[src/rtl/fpcsr_pkg.sv]
// Package: shared widths, field positions and rounding codes for the
// floating-point status/control register. Assumes the fixed word layout
// cause(E+5) | enable(5) | flag(5) | rounding(2) from bit 17 down to bit 0.
package fpcsr_pkg;
    localparam int NEXC      = 5;
    localparam int RM_W      = 2;
    localparam int DATA_W    = 32;
    localparam int FLAG_LSB  = RM_W;
    localparam int EN_LSB    = FLAG_LSB + NEXC;
    localparam int CAUSE_LSB = EN_LSB + NEXC;
    localparam int ERR_BIT   = CAUSE_LSB + NEXC;
    localparam int USED_W    = ERR_BIT + 1;

    typedef logic [NEXC-1:0] exc_t;

    typedef enum logic [RM_W-1:0] {
        RM_NEAREST = 2'b00,
        RM_ZERO    = 2'b01,
        RM_RSVD2   = 2'b10,
        RM_RSVD3   = 2'b11
    } rm_e;
endpackage

[src/rtl/fpcsr_fields.sv]
// Module: storage for cause, enable, sticky flag and raw rounding code.
// Assumes op_done marks one completed operation per cycle. An operation
// overrides a same-cycle CPU write for cause and ORs into the written flags.
module fpcsr_fields
    import fpcsr_pkg::*;
(
    input  logic            clk,
    input  logic            rst_n,
    input  logic            we,
    input  exc_t            w_cause,
    input  exc_t            w_en,
    input  exc_t            w_flag,
    input  logic [RM_W-1:0] w_rm,
    input  logic            op_done,
    input  exc_t            op_exc,
    output exc_t            cause,
    output exc_t            en,
    output exc_t            flag,
    output logic [RM_W-1:0] rm_raw
);
    // Cause: wiped and reloaded by each operation, else loaded by a write.
    always_ff @(posedge clk) begin
        if (!rst_n)       cause <= '0;
        else if (op_done) cause <= op_exc;
        else if (we)      cause <= w_cause;
    end

    // Enable and rounding code: written only by the CPU.
    always_ff @(posedge clk) begin
        if (!rst_n) begin
            en     <= '0;
            rm_raw <= RM_ZERO;
        end else if (we) begin
            en     <= w_en;
            rm_raw <= w_rm;
        end
    end

    // Sticky flags, one cell per exception bit.
    for (genvar i = 0; i < NEXC; i++) begin : g_flag
        logic base;
        // Base value: written bit if the CPU writes, else the held bit.
        always_comb base = we ? w_flag[i] : flag[i];
        // Flag bit: base ORed with this operation's exception bit.
        always_ff @(posedge clk) begin
            if (!rst_n) flag[i] <= 1'b0;
            else        flag[i] <= base | (op_done & op_exc[i]);
        end
    end
endmodule

[src/rtl/fpcsr_trap.sv]
// Module: one-cycle trap request generator. Assumes the enable field
// sampled is the value held before the edge of the completing operation.
module fpcsr_trap
    import fpcsr_pkg::*;
(
    input  logic clk,
    input  logic rst_n,
    input  logic op_done,
    input  exc_t op_exc,
    input  exc_t en,
    output logic trap_req
);
    // Trap register: set when any raised exception is enabled.
    always_ff @(posedge clk) begin
        if (!rst_n) trap_req <= 1'b0;
        else        trap_req <= op_done && |(op_exc & en);
    end
endmodule

[src/rtl/fpcsr_rmode.sv]
// Module: maps the stored rounding code to the effective datapath mode.
// Assumes reserved codes behave as round-to-nearest.
module fpcsr_rmode
    import fpcsr_pkg::*;
(
    input  logic [RM_W-1:0] rm_raw,
    output logic [RM_W-1:0] rm_eff
);
    // Decode: pass valid codes, fold reserved ones onto round-to-nearest.
    always_comb begin
        case (rm_e'(rm_raw))
            RM_NEAREST: rm_eff = RM_NEAREST;
            RM_ZERO:    rm_eff = RM_ZERO;
            default:    rm_eff = RM_NEAREST;
        endcase
    end
endmodule

[src/rtl/fpcsr_top.sv]
// Module: floating-point status/control register top. Splits the CPU word
// into fields, assembles the read word, and exposes the rounding mode and
// trap request. Assumes a single clock and a synchronous active-low reset.
module fpcsr_top
    import fpcsr_pkg::*;
(
    input  logic              clk,
    input  logic              rst_n,
    input  logic              cpu_we,
    input  logic [DATA_W-1:0] cpu_wdata,
    output logic [DATA_W-1:0] cpu_rdata,
    input  logic              op_done,
    input  logic [NEXC-1:0]   op_exc,
    output logic [RM_W-1:0]   rm_out,
    output logic              trap_req
);
    exc_t            cause, en, flag;
    logic [RM_W-1:0] rm_raw;
    logic            unused_wbits;

    assign unused_wbits = ^cpu_wdata[DATA_W-1:ERR_BIT];

    fpcsr_fields u_fields (
        .clk     (clk),
        .rst_n   (rst_n),
        .we      (cpu_we),
        .w_cause (cpu_wdata[CAUSE_LSB +: NEXC]),
        .w_en    (cpu_wdata[EN_LSB +: NEXC]),
        .w_flag  (cpu_wdata[FLAG_LSB +: NEXC]),
        .w_rm    (cpu_wdata[RM_W-1:0]),
        .op_done (op_done),
        .op_exc  (op_exc),
        .cause   (cause),
        .en      (en),
        .flag    (flag),
        .rm_raw  (rm_raw)
    );

    fpcsr_trap u_trap (
        .clk      (clk),
        .rst_n    (rst_n),
        .op_done  (op_done),
        .op_exc   (op_exc),
        .en       (en),
        .trap_req (trap_req)
    );

    fpcsr_rmode u_rmode (
        .rm_raw (rm_raw),
        .rm_eff (rm_out)
    );

    // Read word: unused upper bits and the error cause bit are always zero.
    always_comb begin
        cpu_rdata = '0;
        cpu_rdata[CAUSE_LSB +: NEXC] = cause;
        cpu_rdata[EN_LSB +: NEXC]    = en;
        cpu_rdata[FLAG_LSB +: NEXC]  = flag;
        cpu_rdata[RM_W-1:0]          = rm_raw;
    end
endmodule

[config.mk]
export PLATFORM = sky130hd
export DESIGN_NAME = fpcsr_top
export DESIGN_NICKNAME = d
export VERILOG_FILES = /design/src/rtl/fpcsr_pkg.sv /design/src/rtl/fpcsr_fields.sv /design/src/rtl/fpcsr_trap.sv /design/src/rtl/fpcsr_rmode.sv /design/src/rtl/fpcsr_top.sv
export SDC_FILE = /design/constraint.sdc
export NUM_CORES = 1
export LEC_CHECK = 0
export BUFFER_PORTS_ARGS = -buffer_cell sky130_fd_sc_hd__buf_2
export CAP_MARGIN = 20
export CORE_MARGIN = 2
export CORE_UTILIZATION = 34
export CTS_CLUSTER_SIZE = 16
export DETAILED_ROUTE_END_ITERATION = 8
export GPL_TIMING_DRIVEN = 1
export MAX_ROUTING_LAYER = met4
export PLACE_DENSITY_LB_ADDON = 0.2
export REMOVE_ABC_BUFFERS = 1
export SYNTH_ARGS = -nofsm -noshare
export SYNTH_HDL_FRONTEND = slang
export SYNTH_SLANG_ARGS = --single-unit
[constraint.sdc]
create_clock -name clk -period 0.9 [get_ports clk]
set_input_delay 0.135 -clock clk [delete_from_list [all_inputs] [get_ports clk]]
set_output_delay 0.135 -clock clk [all_outputs]
set_load 0.005 [all_outputs]
==> summary by stage <==
Setup path
Traced cell by cell, the critical path runs through nor2b_1 > buf_2. The critical path data arrival time is between 800 and 900 ps. The cell type of the slowest stage on the worst timing path is sky130_fd_sc_hd__dfxtp_2. For this run, the slowest stage of the critical path takes 340 ps. The worst setup path is captured at a primary output. The worst setup path is launched from a register. The worst-path maximum fanout is 3. The setup check on the worst reg-to-reg path leaves a slack of -20 ps. The worst setup path is of the reg2out kind.

Data on the critical path is required at its endpoint by around 760 ps.

Drt
The detailed-route vias per instance is about 4.4. The top routing layer in use is met4. The violation count after the first detailed-route iteration is 10. The wire length on met2 is 980 um. Before antenna repair, the detailed router went through 4 iterations. The detailed-route via count is between 700 and 800. Wires add up to approximately 1900 um.

After detailed routing, the wire length on met1 is around 760 um. After detailed routing, the number of remaining DRC violations is 0. Summed over all nets, wire length on met3 after detailed routing comes to about 150 um.

Dividing the detail-routed wire length by the instance count gives 11.5 um. The count of nets left with antenna violations once routing finished came out at 0.

CTS
The number of CTS-inserted buffers is 3. The tree is rooted in a sky130_fd_sc_hd__clkbuf_4. The CTS tree is built. The count of H-tree levels built during CTS is 1.

The post-CTS clock slew at the launch and capture registers of the worst setup and hold paths is ~100 ps. The number of sinks handled by clock tree synthesis is 18. The deepest clock path buffer count is 2. The clock network latency to the later pin of the worst-skew pair is between 200 and 300 ps.

GRT
The via count of the first global-routing pass is between 700 and 800. The initial antenna violation count is 0. The global-route wire length before repair is 3120 um. Entering global routing, the biggest net connects 19 pins. For this run the aggregate overflow at the end of global routing stands at 0. The global-route total usage across every layer is 0.130.

Floorplan
The die extent in y is between 50 and 60 um. The row count is 18. The floorplan step set the die width to around 56 um. The floorplan step defined a die boundary enclosing approximately 3200 um^2.

The placeable core area is around 2500 um^2. For this configuration, the core starts out at a cell density of 0.368. For this design the top-level I/O count stands at 76.

Pwr
The highest ir drop seen on vdd is 0.00102 V. The analysis attributes to cell leakage a power of between 0.6 and 0.7 nW. In this run the power density over the cells is 1430 nW/um^2.

Finish
The top cell types in the final layout, fill and taps aside, are sky130_fd_sc_hd__buf_2 (40), sky130_fd_sc_hd__dfxtp_2 (17), sky130_fd_sc_hd__conb_1 (16). The signed area change from the synthesized netlist to the final layout is 30.0%. The antenna diode count is 0. The library cell used most frequently in the layout, excluding fill and tap cells, is sky130_fd_sc_hd__buf_2.

The net total in the final layout is 178. The count of cells in the finished layout, fillers not included, comes to 166. The layout cell share with drive strength beyond 1 is 0.551. The final instance area is 1200 um^2.

Measured on the finished design, the core utilization comes to 0.478.

Placement
The placed instances occupy a cell area of between 1000 and 1500 um^2. Detailed placement finished with a half-perimeter wire length of around 1500 um. The final weighted congestion in routability-driven placement is between 0.6 and 0.7. The number of port buffers is between 40 and 50.

The number of placed instances, taps included, is ~160.

Yosys
The post-synthesis area per instance is ~11 um^2. The number of storage elements in the synthesis netlist is 18. Of the synthesized area, sequential elements account for 0.389.

The cell area after synthesis is 927 um^2. The number of distinct library cell variants in the gate-level netlist after synthesis is 16. The count of warnings emitted by yosys is 0. Synthesis handed over a netlist of between 80 and 90 instances.

Timing
Setup repair after global routing could not meet its margin everywhere. The count of final max-slew check failures is 0. The total setup violations reported at the end of the flow is 3. Subtracting the final worst setup slack from the clock period gives between 900 and 1000 ps. The final-report hold violation count is 0.

The post-route clock period utilization is 1.10. Timing would allow up to about 1.0 GHz. The worst clock skew on the final layout is 3.72 ps. Setup slack on the critical path of the routed design comes to -92.9 ps.

Flow run
The max-cap violation count is 0.

Run status
The flow ran to the end, but the final reports show violations. The checks that failed: setup timing.

Min path
The type of the most critical hold path is in2reg.
## worst paths after layout
kind / from / to / cells after the start
hold reg to reg: u_fields.rm_raw[0]$_SDFFE_PN1P_ / u_fields.rm_raw[0]$_SDFFE_PN1P_ / 2
setup / recovery: u_fields.rm_raw[0]$_SDFFE_PN1P_ / rm_out[0] / 2
hold / removal: cpu_wdata[0] / u_fields.rm_raw[0]$_SDFFE_PN1P_ / 3
setup reg to reg: u_fields.en[2]$_SDFFE_PN0P_ / u_trap.trap_req$_SDFF_PN0_ / 2
## state kept, by name, indices dropped and copies added, names as in the netlist
name,count
u_fields.en,5
u_fields.flag,5
u_trap.trap_req,1
u_fields.cause,5
u_fields.rm_raw,2
## routing by layer
layer	GRT usage	vias to the layer above
met2	0.227	37
li1	-	362
met4	0.0612	0
met3	0.0372	2
met1	0.134	324
met5	-	-
## worst max-delay path, delay by kind of cell (launching register included)
kind | cells | cell delay, ps
and+or+nand+nor | 1 | 120
buffers and inverters | 1 | 110
DFF | 1 | 340
## where the power goes
group / internal, W / leakage, nW / switching (W)
Clock: 0.000246 / 0.0210 / 0.000241
Combinational: 0.000200 / 0.490 / 0.000143
Sequential: 0.000863 / 0.154 / 0.0000320
Total: 0.00131 / 0.664 / 0.000416
## per-stage QoR
| stage | setup WS (ps) | power (W) | hold WS, ps | TNS (ps) |
|---|---|---|---|---|
| 2_1_floorplan | 41.6 | 0.00105 | 197 | 0 |
| 3_3_place_gp | -116 | 0.00122 | 351 | -1200 |
| 3_5_place_dp | -149 | 0.00123 | 365 | -1680 |
| 4_1_cts | -115 | 0.00173 | 47.6 | -144 |
| 5_1_grt | -160 | 0.00184 | 81.8 | -631 |
| 6_report | -92.9 | 0.00172 | 61.5 | -132 |
## cells by family (layout without fill, tap and decap cells)
| logic type | count (synthesis) | after routing | synth area share |
|---|---|---|---|
| AOI/OAI and AO/OA | 13 | 13 | 0.119 |
| buffers and inverters | 20 | 53 | 0.169 |
| DFF | 18 | 18 | 0.389 |
| muxes | 17 | 17 | 0.211 |
| other | 1 | 16 | 0.00404 |
| and+or+nand+nor | 19 | 19 | 0.109 |
## Yosys cell counts (all sizes together)
| cell | instances | share of area |
|---|---|---|
| o211a | 5 | 0.054 |
| a22oi | 1 | 0.0081 |
| a21oi | 1 | 0.0054 |
| dfxtp | 18 | 0.39 |
| a21boi | 5 | 0.040 |
| nor2b | 7 | 0.047 |
| buf | 20 | 0.17 |
| nand2 | 7 | 0.028 |
| nand2b | 5 | 0.034 |
| conb | 1 | 0.0040 |
| mux2 | 5 | 0.081 |
| a222oi | 1 | 0.011 |
| mux2i | 12 | 0.13 |
## what timing repair did
action	4_1_cts	5_1_grt
hold buffers	0	0
buffers inserted	1	0
resized for setup	8	13
endpoints found under the setup margin	10	24
pin swaps	0	0
## final cells by class
| type | instances | area (um^2) |
|---|---|---|
| Fill cell | 243 | 1320 |
| Timing Repair Buffer | 49 | 283 |
| Clock buffer | 4 | 36.3 |
| Multi-Input combinational cell | 65 | 467 |
| Sequential cell | 18 | 382 |
| Tap cell | 30 | 37.5 |
Note: power is estimated with default switching activity, not from simulation.
